<file path="config.mk">
export PLATFORM = sky130hd
export DESIGN_NAME = tde_dff
export DESIGN_NICKNAME = d
export VERILOG_FILES = /design/src/rtl/tde_pkg.sv /design/src/rtl/tde_clk_decode.sv /design/src/rtl/tde_data_sample.sv /design/src/rtl/tde_loop_reg.sv /design/src/rtl/tde_dff.sv
export SDC_FILE = /design/constraint.sdc
export NUM_CORES = 1
export LEC_CHECK = 0
export ABC_CLOCK_PERIOD_IN_PS = 11200
export BUFFER_PORTS_ARGS = -buffer_cell sky130_fd_sc_hd__buf_2
export CORE_UTILIZATION = 25
export DETAILED_ROUTE_END_ITERATION = 12
export PLACE_DENSITY = 0.6
export SYNTH_ARGS = -nofsm -noshare
export SYNTH_HDL_FRONTEND = slang
export SYNTH_SLANG_ARGS = --single-unit
</file>
<file path="constraint.sdc">
create_clock -name clk -period 11.2 [get_ports clk]
set_input_delay 1.68 -clock clk [delete_from_list [all_inputs] [get_ports clk]]
set_output_delay 1.68 -clock clk [all_outputs]
set_load 0.05 [all_outputs]
</file>
<file path="src/rtl/tde_pkg.sv">
package tde_pkg;

  // Limit on encoded clock transitions honoured per reference cycle
  localparam int unsigned TDE_MAX_CK_EDGES = 2;

  typedef enum logic [1:0] {
    EDGE_NONE = 2'd0,
    EDGE_FALL = 2'd1,
    EDGE_RISE = 2'd2
  } edge_kind_e;

endpackage

</file>
<file path="src/rtl/tde_clk_decode.sv">
module tde_clk_decode
  import tde_pkg::*;
#(
  parameter int OFS_W = 4,
  parameter int SLOTS = 4
) (
  input  logic                   ck_start,
  input  logic [SLOTS-1:0]       ck_vld,
  input  logic [SLOTS*OFS_W-1:0] ck_ofs,
  output logic                   rise_hit,
  output logic [OFS_W-1:0]       rise_ofs,
  output logic                   overflow
);

  localparam int CNT_W = $clog2(SLOTS + 1);

  logic [CNT_W-1:0] rank [SLOTS];
  logic [CNT_W-1:0] total;
  edge_kind_e       kind [SLOTS];

  // Rank of each valid slot among the valid slots below it
  always_comb begin
    logic [CNT_W-1:0] acc;
    acc = '0;
    for (int i = 0; i < SLOTS; i++) begin
      rank[i] = acc;
      acc     = acc + CNT_W'(ck_vld[i]);
    end
    total = acc;
  end

  // Classify each slot; ranks past the limit are dropped
  for (genvar g = 0; g < SLOTS; g++) begin : g_slot
    logic lvl_after;
    assign lvl_after = ck_start ^ ~rank[g][0];
    always_comb begin
      if (!ck_vld[g] || (rank[g] >= CNT_W'(TDE_MAX_CK_EDGES)))
        kind[g] = EDGE_NONE;
      else if (lvl_after)
        kind[g] = EDGE_RISE;
      else
        kind[g] = EDGE_FALL;
    end
  end

  // Two alternating transitions hold at most one rising one
  always_comb begin
    rise_hit = 1'b0;
    rise_ofs = '0;
    for (int i = 0; i < SLOTS; i++) begin
      if (kind[i] == EDGE_RISE) begin
        rise_hit = 1'b1;
        rise_ofs = ck_ofs[i*OFS_W +: OFS_W];
      end
    end
  end

  assign overflow = (total > CNT_W'(TDE_MAX_CK_EDGES));

endmodule

</file>
<file path="src/rtl/tde_data_sample.sv">
module tde_data_sample #(
  parameter int OFS_W = 4,
  parameter int SLOTS = 4
) (
  input  logic                   d_start,
  input  logic [SLOTS-1:0]       d_vld,
  input  logic [SLOTS*OFS_W-1:0] d_ofs,
  input  logic [OFS_W-1:0]       at_ofs,
  output logic                   lvl
);

  logic [SLOTS-1:0] early;

  // A transition at the sampling offset itself counts as late
  for (genvar g = 0; g < SLOTS; g++) begin : g_tr
    assign early[g] = d_vld[g] && (d_ofs[g*OFS_W +: OFS_W] < at_ofs);
  end

  assign lvl = d_start ^ (^early);

endmodule

</file>
<file path="src/rtl/tde_loop_reg.sv">
module tde_loop_reg (
  input  logic clk,
  input  logic rst,
  input  logic nxt,
  output logic cur
);

  // Cycle-boundary break of the held-value feedback path
  always_ff @(posedge clk) begin
    if (rst) cur <= 1'b0;
    else     cur <= nxt;
  end

endmodule

</file>
<file path="src/rtl/tde_dff.sv">
module tde_dff #(
  parameter int OFS_W     = 4,
  parameter int CK_SLOTS  = 4,
  parameter int D_SLOTS   = 4,
  parameter int OUT_OFS_W = 6
) (
  input  logic                      clk,
  input  logic                      rst,
  input  logic                      ck_start,
  input  logic [CK_SLOTS-1:0]       ck_vld,
  input  logic [CK_SLOTS*OFS_W-1:0] ck_ofs,
  input  logic                      d_start,
  input  logic [D_SLOTS-1:0]        d_vld,
  input  logic [D_SLOTS*OFS_W-1:0]  d_ofs,
  output logic                      q_start,
  output logic                      q_vld,
  output logic [OUT_OFS_W-1:0]      q_ofs,
  output logic                      ck_overflow
);

  logic             rise_hit;
  logic [OFS_W-1:0] rise_ofs;
  logic             cap_lvl;
  logic             held;
  logic             end_lvl;
  logic             change;

  tde_clk_decode #(.OFS_W(OFS_W), .SLOTS(CK_SLOTS)) i_ck (
    .ck_start (ck_start),
    .ck_vld   (ck_vld),
    .ck_ofs   (ck_ofs),
    .rise_hit (rise_hit),
    .rise_ofs (rise_ofs),
    .overflow (ck_overflow)
  );

  tde_data_sample #(.OFS_W(OFS_W), .SLOTS(D_SLOTS)) i_ds (
    .d_start (d_start),
    .d_vld   (d_vld),
    .d_ofs   (d_ofs),
    .at_ofs  (rise_ofs),
    .lvl     (cap_lvl)
  );

  tde_loop_reg i_loop (
    .clk (clk),
    .rst (rst),
    .nxt (end_lvl),
    .cur (held)
  );

  assign change  = !rst && rise_hit && (cap_lvl != held);
  assign end_lvl = rise_hit ? cap_lvl : held;
  assign q_start = rst ? 1'b0 : held;
  assign q_vld   = change;
  assign q_ofs   = change ? OUT_OFS_W'(rise_ofs) : '0;

endmodule

</file>
* Yosys cells after proc, flatten, opt, wreduce, memory -nomap -nowiden *
Cells that the tools add are included.

operators by class
  $add $sub $neg = 3
  magnitude comparators = 8
  equality and inequality tests = 5
  mux-type cells = 18
  bitwise operators = 7
  reduce and logical (&&, ||, !) cells = 14

operator list
  operator              count
  $mux W4               5
  $lt A4 B4 Y1          4
  $mux W2               8
  $eq A2 B2 Y1 const B  4
  $add A3 B1 Y3         2
  $ge A3 B2 Y1 const B  2
  $logic_and A1 B1 Y1   6
  $mux W1               5
  $logic_not A1 Y1      4
  $reduce_xor A4 Y1     1
  $xor A1 B1 Y1         4
  $gt A3 B2 Y1 const B  1
  $logic_or A1 B1 Y1    3
  $not A1 Y1            3
  $add A1 B1 Y2         1
  $ge A1 B2 Y1 const B  1
  $ne A1 B1 Y1          1

storage, ports and cells
  bits in registers = 1
  input port bits = 44
  output and inout port bits = 9

* Depth between registers and ports, before layout *
Gate-level depths: netlist (run 1).

  depth in word-level cells = 15
  mapped depth = 16
  gate-level depth less buffers = 16

* By module *
A second synthesis (run 1) with hierarchy kept.

second synthesis, totals
  cell total of the unflattened synthesis = 97
  area, all modules = 820.8 µm²

by module, submodules not included
  module           times used  cells an instance  area an instance (µm²)  sequential area each (µm²)
  tde_clk_decode   1           42                 342.8                   0.0
  tde_data_sample  1           42                 341.6                   0.0
  tde_dff          1           11                 102.6                   0.0
  tde_loop_reg     1           2                  33.8                    20.0

* Worst setup path before layout (run 1) *
Ideal clock, no wire load.

  kind = input port to output port
  start point = input port ck_start
  end point = output port q_ofs[0]
  arrival time = 5,131 ps
  setup slack = 4,389 ps
  stages = 15
  path buffers = 1
  path through = inv_1 -> fa_1 -> and3b_1 -> buf_2 -> a21oi_1 -> a21oi_1 -> o21ai_0 -> inv_1 -> ha_1 -> nand2b_1 -> a21oi_1 -> o211ai_2 -> a211oi_2 -> xnor3_2 -> mux2i_1

between the ends
  word-level cells in the longest chain between the ends = 14
  elaborated cells between the ends (all ways) = 37
  classes of those cells = 4 x order compare; 5 x eq/ne; 17 x mux; 4 x bitwise; 7 x reduce/logical

ends and longest elaborated chain
  what                                      line                                        RTL
  start, declared                           tde_dff.sv:9                                input logic ck_start,
  $mux W2 or $xor A1 B1 Y1 (tied branches)  tde_clk_decode.sv:39, tde_clk_decode.sv:35
  $mux W2 (on tied branches)                tde_clk_decode.sv:37, tde_clk_decode.sv:39
  $eq A2 B2 Y1 or $mux W2 (tied branches)   tde_clk_decode.sv:51, tde_clk_decode.sv:37
  $mux W4 or $eq A2 B2 Y1 (tied branches)   tde_clk_decode.sv:51                        if (kind[i] == EDGE_RISE) begin
  $mux W4 (3 in series)                     tde_clk_decode.sv:51
  $lt A4 B4 Y1                              tde_data_sample.sv:16                       assign early[g] = d_vld[g] && (d_ofs[g*OFS_W +: OFS_W] < at_ofs);
  $logic_and A1 B1 Y1                       tde_data_sample.sv:16
  $reduce_xor A4 Y1                         tde_data_sample.sv:19                       assign lvl = d_start ^ (^early);
  $xor A1 B1 Y1                             tde_data_sample.sv:19
  $ne A1 B1 Y1                              tde_dff.sv:52                               assign change = !rst && rise_hit && (cap_lvl != held);
  $logic_and A1 B1 Y1                       tde_dff.sv:52
  $mux W4 (*)                               tde_dff.sv:56                               assign q_ofs = change ? OUT_OFS_W'(rise_ofs) : '0;
  end, declared                             tde_dff.sv:17                               output logic [OUT_OFS_W-1:0] q_ofs,

Mark *: on every way between the ends. The rest lies on a longest branch, timed or not.

* Worst setup path in the final report (run 1) *
  start point = input port ck_vld[0]
  end point = output port q_vld

between the ends
  word-level cells in the longest chain between the ends = 14
  elaborated cells between the ends (all ways) = 46
  classes of those cells = 2 x add/sub; 7 x order compare; 5 x eq/ne; 15 x mux; 7 x bitwise; 10 x reduce/logical

ends and longest elaborated chain
  what                                                   line           RTL
  start, declared                                        tde_dff.sv:10  input logic [CK_SLOTS-1:0] ck_vld,
  branches (longest 13 deep; another with $lt A4 B4 Y1)  n/a
  $logic_and A1 B1 Y1 (*)                                tde_dff.sv:52
  end, declared                                          tde_dff.sv:16  output logic q_vld,

Mark *: on every way between the ends.

==> reports/results.env, run 1 <==
POST-PLACE-WS_NS=4.21
FINAL.SETUP_SKEW_NS=0
NETLIST_INSTANCES=107
FLOORPLAN.DIE.WIDTH_UM=61.4
YS_ASYNC_SR_FRACTION=0
CRITICAL_PATH.STARTPOINT_TYPE='primary input'
NETLIST_TOP_CELLS_AREA='sky130_fd_sc_hd__ha_1 18%, sky130_fd_sc_hd__fa_1 6.8%, sky130_fd_sc_hd__mux2i_1 4.5%, sky130_fd_sc_hd__nand3_1 4.5%, sky130_fd_sc_hd__a21oi_1 4.0%'
P_LEAK_nW=0.561
SETUP_VIOLATIONS=0
REGISTERS.TOP_BY_FF_COUNT='i_loop.cur'
NETLIST.AREA_LEADER.SHARE=0.184
UNREPAIRED_SETUP_ENDPOINTS_AFTER_GLOBAL_ROUTING='false'
YOSYS.CELL_TYPES.COUNT=45
SYNTHFLOPTYPE='sky130_fd_sc_hd__dfxtp_1'
WORSTPATHARRIVAL_NS=5.26
RUN_STATUS='finished, final reports clean'
POST_CTS_BUFFERS=0
GP_CONGESTION=0.777
SYNTH.CELL_AREA_UM2=882
CRIT_FAMILY='adder cells'
PERIOD_MINUS_SLACK_NS=6.94
NUMPORTBUFFERS=50
POWER.SEQUENTIAL.FRACTION=0.053
DRT_ITER0_MARKERS=52
AVGSYNTHCELLAREA_UM2=8.24
RESIDUAL_ANTENNA_VIOLATING_NET_COUNT_AFTER_DETAILED_ROUTING=0
CRITPATHREQUIREDTIME_NS=9.52
LAYOUT.NETS=216
LAYOUT.CORE_UTILIZATION=0.347
PATH_BUF_INV=3
SHARE_OF_POWER_BURNED_IN_COMBINATIONAL_LOGIC=0.947
LAYOUTNONFILLERINSTCOUNT=200
SWITCHING_SHARE=0.562
WORST_SLACK_NS=4.26
DRT_DRC_VIOLATIONS_LEFT=0
POWER_SWITCHING_uW=58.9
REPORT.POWER.TOTAL_uW=105
TIMING.CRITICAL_PATH.TO_TYPE='primary output'
YOSYSMOSTFREQUENTCELL='sky130_fd_sc_hd__ha_1'
MET1_LENGTH_UM=1130
AREA_GROWTH_PCT=32.5
DETAILEDPLACEMENTHPWL_UM=2060
MAX_CLOCK_FREQ_GHz=0.144
WL_UM=2330
GRT_ANTENNA_BEFORE_REPAIR=0
CP_SLOWEST_CELL='sky130_fd_sc_hd__fa_1'
WORST-SETUP-PATH-TYPE='primary input to primary output'
TOTAL_NEGATIVE_SETUP_SLACK_NS=0
NUM_ANTENNA_CELLS=0
FLOORPLAN.IO_PINS=53
TIGHTEST_SLEW_NS=0.903
GLOBAL_ROUTE.OVERFLOW_TOTAL=0
WORST_HOLD_SLACK_NS=0.666
CRIT_CHAIN='buf_2 > fa_1 > xor2_2 > nor2_2 > o21ai_0 > inv_1 > ha_1 > o41ai_1 > a21oi_1 > o221ai_1 > and4b_1 > xnor2_1 > xnor3_2 > mux2_4 > buf_2'
LARGEST_REGISTER_FF_COUNT=1
CLASS_OF_THE_WORST_HOLD_PATH='flip-flop to flip-flop'
SYNTH-SEQ-AREA-SHARE=0.0227
GRT_FIRST_PASS_WIRELENGTH_UM=3420
VIAS=975
CELL_INTERNAL_PWR_uW=45.9
TIMING.CRITICAL_PATH.MODE_CELL='sky130_fd_sc_hd__buf_2'
MET2ROUTEDLENGTH_UM=1020
SYNTH.CELLS.MOST_FREQUENT='13 x sky130_fd_sc_hd__ha_1, 9 x sky130_fd_sc_hd__nand2_1, 8 x sky130_fd_sc_hd__nand3_1'
CPPEAKSTAGEDELAY_NS=0.65
SYNTH.FF_LATCH_COUNT=1
PLACED_CELLS_INCL_TAPS=200
START_UTIL=0.262
WORST_SKEW_PAIR.LATE_LATENCY_NS=0
BIGGESTREGSBYFLOPS='i_loop.cur x1'
FINAL_HOLD_VIOL_COUNT=0
GRTUSAGETOTAL=0.115
DRT_PRE_ANTENNA_ITERS=4
ROUTE.DETAILED.VIAS_PER_INST=4.88
TIMING.FINAL.MAX_SLEW_VIOLATIONS=0
SHARE_CLK_OF_TOTAL_POWER=0
AREA_AFTER_DPL_UM2=1170
CAP_VIOLATIONS=0
CLKSLEWWORSTSETUPHOLDPATHS_NS=0
FILLCELLCOUNT=380
VDD_DROP_MAX_uV=40.1
DIE_AREA_UM2=3770
GRT_START_MAX_NET_PINS=13
POST_CTS.RESIZED_INSTANCES=0
DESIGN_AREA_UM2=1170
NUMBER_OF_GLOBAL_ROUTE_VIAS_BEFORE_REPAIR=825
DRIVE_ABOVE_1_SHARE=0.383
HIGHEST-SIGNAL-LAYER='met3'
SYNTH_TOP_AREA_CELL='sky130_fd_sc_hd__ha_1'
YOSYS_WARNINGS=0
POWER_PER_CELL_AREA_nW_PER_UM2=89.7
STD_CELL_ROWS=21
SYNTH_ENABLE_FLOP_CELLS=0
CRIT_PATH_MAX_FANOUT=8
POSTCTSHOLDBUFS=0
DESIGN.CORE.AREA_UM2=3360
ROUTE.DETAILED.WL_PER_INST_UM=11.6
MAX_SLEW_MARGIN=0.398
CHIPHEIGHT_UM=61.4
MET3_LENGTH_UM=179
MIN_PERIOD_OVER_PERIOD=0.620
[final cells by class]
type / instances / area (um2) / area share
repair buffers: 50 / 250 / 0.214
inverters: 6 / 22.5 / 0.0193
multi-input cells: 97 / 818 / 0.700
well taps: 46 / 57.6 / 0.0493
flip-flops and latches: 1 / 20.0 / 0.0171
[layout by cell type, fill, tap and decap left out, types with 2 or more instances in the layout]
master and instances:
sky130_fd_sc_hd__a22oi_1 2, sky130_fd_sc_hd__nor3_1 3, sky130_fd_sc_hd__nor2b_1 2, sky130_fd_sc_hd__o221ai_1 3
sky130_fd_sc_hd__conb_1 2, sky130_fd_sc_hd__and4b_1 2, sky130_fd_sc_hd__ha_1 13, sky130_fd_sc_hd__mux2i_1 4
sky130_fd_sc_hd__a311o_1 2, sky130_fd_sc_hd__fa_1 3, sky130_fd_sc_hd__a211oi_1 3, sky130_fd_sc_hd__o21ai_0 2
sky130_fd_sc_hd__nand2b_1 4, sky130_fd_sc_hd__and3_1 2, sky130_fd_sc_hd__o41ai_1 2, sky130_fd_sc_hd__buf_2 50
sky130_fd_sc_hd__inv_1 6, sky130_fd_sc_hd__a21oi_1 7, sky130_fd_sc_hd__nand3_1 8, sky130_fd_sc_hd__xnor2_1 2
sky130_fd_sc_hd__nand2_1 9
[worst paths after layout]
check                               start                 endpoint  slack, ns  depth (start not counted)
hold / removal    i_loop.cur$_SDFFE_PP0N_  i_loop.cur$_SDFFE_PP0N_       0.67                          2
setup reg to reg  i_loop.cur$_SDFFE_PP0N_  i_loop.cur$_SDFFE_PP0N_      10.47                          2
setup / recovery                ck_vld[0]                    q_vld       4.26                         15
hold reg to reg   i_loop.cur$_SDFFE_PP0N_  i_loop.cur$_SDFFE_PP0N_       0.67                          2
[power by group through the flow]
stage	Combinational (mW)	Clock (mW)	Sequential (mW)
floorplan	0.0776	0	0.00532
global placement	0.100	0	0.00540
detailed placement	0.0999	0	0.00558
CTS	0.100	0	0.00546
global route	0.109	0	0.00557
finish	0.0993	0	0.00554
[metal layers]
metal	global-route usage	vias up
li1	-	510
met1	0.163	431
met2	0.202	34
met3	0.0105	0
met4	0	0
met5	0	-
[tightest hold or removal path: stages (launching register included)]
cell and delay [ns]:
sky130_fd_sc_hd__dfxtp_1 0.32, sky130_fd_sc_hd__nor2b_1 0.16, sky130_fd_sc_hd__a22o_1 0.15
[cell families (layout without fill, tap and decap cells)]
| family | after synthesis | count (layout) | synth area share |
|---|---|---|---|
| compound gates | 30 | 30 | 0.272 |
| xor+xnor | 4 | 4 | 0.0653 |
| fa+ha+maj | 16 | 16 | 0.252 |
| buf+inv | 10 | 56 | 0.0539 |
| flops | 1 | 1 | 0.0227 |
| mux | 5 | 5 | 0.0624 |
| other cells | 1 | 2 | 0.00425 |
| simple gates | 40 | 40 | 0.267 |
Note: power is estimated with default switching activity, not from simulation.
==> run 2: changes to the inputs <==
--- a/config.mk
+++ b/config.mk
@@ -5,11 +5,11 @@
 export SDC_FILE = /design/constraint.sdc
 export NUM_CORES = 1
 export LEC_CHECK = 0
-export ABC_CLOCK_PERIOD_IN_PS = 11200
+export ABC_CLOCK_PERIOD_IN_PS = 6170
 export BUFFER_PORTS_ARGS = -buffer_cell sky130_fd_sc_hd__buf_2
 export CORE_UTILIZATION = 25
 export DETAILED_ROUTE_END_ITERATION = 12
-export PLACE_DENSITY = 0.6
+export PLACE_DENSITY = 0.62
 export SYNTH_ARGS = -nofsm -noshare
 export SYNTH_HDL_FRONTEND = slang
 export SYNTH_SLANG_ARGS = --single-unit
==> constraint.sdc (replaced) <==
create_clock -name clk -period 6.17 [get_ports clk]
set_input_delay 0.9255 -clock clk [delete_from_list [all_inputs] [get_ports clk]]
set_output_delay 0.9255 -clock clk [all_outputs]
set_load 0.05 [all_outputs]
==> reports/results.env, run 2 (synthesis gave the netlist of run 1 again) <==
DESIGN.CORE.AREA_UM2=3360
BIGGESTREGSBYFLOPS='i_loop.cur x1'
WORST_SKEW_PAIR.LATE_LATENCY_NS=0
TIGHTEST_SLEW_NS=0.685
LARGEST_REGISTER_FF_COUNT=1
SWITCHING_SHARE=0.561
FINAL_HOLD_VIOL_COUNT=0
DETAILEDPLACEMENTHPWL_UM=2120
CRIT_CHAIN='buf_2 > inv_1 > fa_1 > and3b_1 > a21oi_1 > o21ai_0 > inv_1 > ha_1 > o41ai_1 > a21oi_1 > o221ai_1 > and4b_1 > xnor2_1 > xnor3_2 > mux2_4 > buf_2'
WORSTPATHARRIVAL_NS=4.56
RUN_STATUS='finished, final reports clean'
CLASS_OF_THE_WORST_HOLD_PATH='flip-flop to flip-flop'
CLKSLEWWORSTSETUPHOLDPATHS_NS=0
TIMING.CRITICAL_PATH.FROM='ck_start'
GRT_FIRST_PASS_WIRELENGTH_UM=3420
CPPEAKSTAGEDELAY_NS=0.55
NUM_ANTENNA_CELLS=0
POST_CTS.RESIZED_INSTANCES=0
POWER_SWITCHING_uW=109
R2R-END='i_loop.cur$_SDFFE_PP0N_'
LAYOUT.CORE_UTILIZATION=0.350
NUMBER_OF_GLOBAL_ROUTE_VIAS_BEFORE_REPAIR=818
TIMING.REG2REG.SETUP_SLACK_NS=5.45
CELL_INTERNAL_PWR_uW=84.9
USE_MET2=0.219
SHARE_CLK_OF_TOTAL_POWER=0
POST_CTS_BUFFERS=0
CHIPHEIGHT_UM=61.4
UNREPAIRED_SETUP_ENDPOINTS_AFTER_GLOBAL_ROUTING='false'
MAX_SLEW_MARGIN=0.537
GP_CONGESTION=0.699
SEQUENTIAL_CELL_AREA_UM2=20.0
PERIOD_MINUS_SLACK_NS=5.48
FILLCELLCOUNT=388
DRT_ITER0_MARKERS=44
ROUTE.DETAILED.VIAS_PER_INST=4.87
FLOORPLAN.DIE.WIDTH_UM=61.4
START_UTIL=0.262
GLOBALROUTE.BUSIESTLAYER='met2'
CP_SLOWEST_CELL='sky130_fd_sc_hd__fa_1'
CRITICAL_PATH.STARTPOINT_TYPE='primary input'
LAYOUT.NETS=217
LAYOUT.CELLS.MOST_COMMON='sky130_fd_sc_hd__buf_2'
VIAS=979
DRIVE_ABOVE_1_SHARE=0.387
SHARE_OF_POWER_BURNED_IN_COMBINATIONAL_LOGIC=0.948
POWER.SEQUENTIAL.FRACTION=0.052
REGISTERS.TOP_BY_FF_COUNT='i_loop.cur'
FLOORPLAN.IO_PINS=53
WORSTSETUPENDPOINT='q_vld'
NUMPORTBUFFERS=50
COMMONEST_CELLS_AFTER_ROUTING_FILL_AND_TAPS_ASIDE='50 x sky130_fd_sc_hd__buf_2, 13 x sky130_fd_sc_hd__ha_1, 9 x sky130_fd_sc_hd__nand2_1'
PLACED_CELLS_INCL_TAPS=201
REPORT.POWER.TOTAL_uW=194
FINAL.SETUP_SKEW_NS=0
GLOBAL_ROUTE.OVERFLOW_TOTAL=0
WORST-SETUP-PATH-TYPE='primary input to primary output'
WORST_SLACK_NS=0.687
CRITPATHREQUIREDTIME_NS=5.24
RESIDUAL_ANTENNA_VIOLATING_NET_COUNT_AFTER_DETAILED_ROUTING=0
GRTUSAGEMET1=0.160
DRT_PRE_ANTENNA_ITERS=4
AREA_GROWTH_PCT=33.3
CAP_VIOLATIONS=0
LAYOUTNONFILLERINSTCOUNT=201
P_LEAK_nW=0.566
WL_UM=2390
ROUTE.DETAILED.WL_PER_INST_UM=11.9
DIE_AREA_UM2=3770
POSTCTSHOLDBUFS=0
TOTAL_NEGATIVE_SETUP_SLACK_NS=0
MAX_CLOCK_FREQ_GHz=0.182
MIN_PERIOD_OVER_PERIOD=0.889
GRT_START_MAX_NET_PINS=13
GR-USAGE-MET3=0.00420
POWER_PER_CELL_AREA_nW_PER_UM2=165
TIMING.FINAL.MAX_SLEW_VIOLATIONS=0
POST-PLACE-WS_NS=0.711
GRT_ANTENNA_BEFORE_REPAIR=0
STD_CELL_ROWS=21
CRIT_PATH_MAX_FANOUT=9
WORST_R2R_PATH_DEPTH=2
VDD_DROP_MAX_uV=62.2
MULTI_INPUT_COMB_AREA_UM2=818
START_OF_THE_WORST_REGISTER_TO_REGISTER_PATH='i_loop.cur$_SDFFE_PP0N_'
SETUP_VIOLATIONS=0
GRTUSAGETOTAL=0.117
DRT_DRC_VIOLATIONS_LEFT=0
TIMING.CRITICAL_PATH.TO_TYPE='primary output'
[run 2: cell types whose count changed in the layout (fill, tap and decap cells not counted)]
cell                    before  now
sky130_fd_sc_hd__buf_4       0    1
[run 2: final cells by class]
type | count | area share
Tap cell | 46 | 0.0489
Inverter | 6 | 0.0191
Multi-Input combinational cell | 97 | 0.696
Sequential cell | 1 | 0.0170
Timing Repair Buffer | 51 | 0.219
[run 2: metrics by stage]
step	cell area [um2]	hold WS [ns]
6_report	1180	0.653
5_1_grt	1180	0.681
4_1_cts	1180	0.663
3_5_place_dp	1180	0.661
3_3_place_gp	1180	0.671
2_1_floorplan	886	0.875
[run 2: metal layers]
| layer | vias up | wire (um) | part of all wire |
|---|---|---|---|
| met5 | - | 0 | 0 |
| met4 | 0 | 0 | 0 |
| met3 | 0 | 179 | 0.075 |
| met2 | 45 | 1110 | 0.46 |
| met1 | 422 | 1100 | 0.46 |
| li1 | 512 | - | - |
[run 2: worst min path at each step]
stage | start | end | slack, ns | cells past startpoint
5_1_grt | i_loop.cur$_SDFFE_PP0N_ | i_loop.cur$_SDFFE_PP0N_ | 0.68 | 2
6_report | i_loop.cur$_SDFFE_PP0N_ | i_loop.cur$_SDFFE_PP0N_ | 0.65 | 2
4_1_cts | i_loop.cur$_SDFFE_PP0N_ | i_loop.cur$_SDFFE_PP0N_ | 0.66 | 2
2_1_floorplan | i_loop.cur$_SDFFE_PP0N_ | i_loop.cur$_SDFFE_PP0N_ | 0.88 | 2
3_5_place_dp | i_loop.cur$_SDFFE_PP0N_ | i_loop.cur$_SDFFE_PP0N_ | 0.66 | 2
3_3_place_gp | i_loop.cur$_SDFFE_PP0N_ | i_loop.cur$_SDFFE_PP0N_ | 0.67 | 2
[run 2: worst max-delay path, delay by kind of cell]
family                     cells  cell delay (ns)
muxes                          1             0.32
xor gates and xnor gates       2             0.53
AOI/OAI and AO/OA              5             0.76
buffers and inverters          4             0.61
and+or+nand+nor                2             0.54
adders and majority gates      2             0.86
[run 2: power by group through the flow]
stage                     logic [mW]  registers, mW  clock network (mW)
final                          0.183         0.0101                   0
after global placement         0.182         0.0102                   0
after CTS                      0.184         0.0102                   0
after detailed placement       0.183         0.0101                   0
after floorplan                0.141        0.00966                   0
after global routing           0.199         0.0103                   0
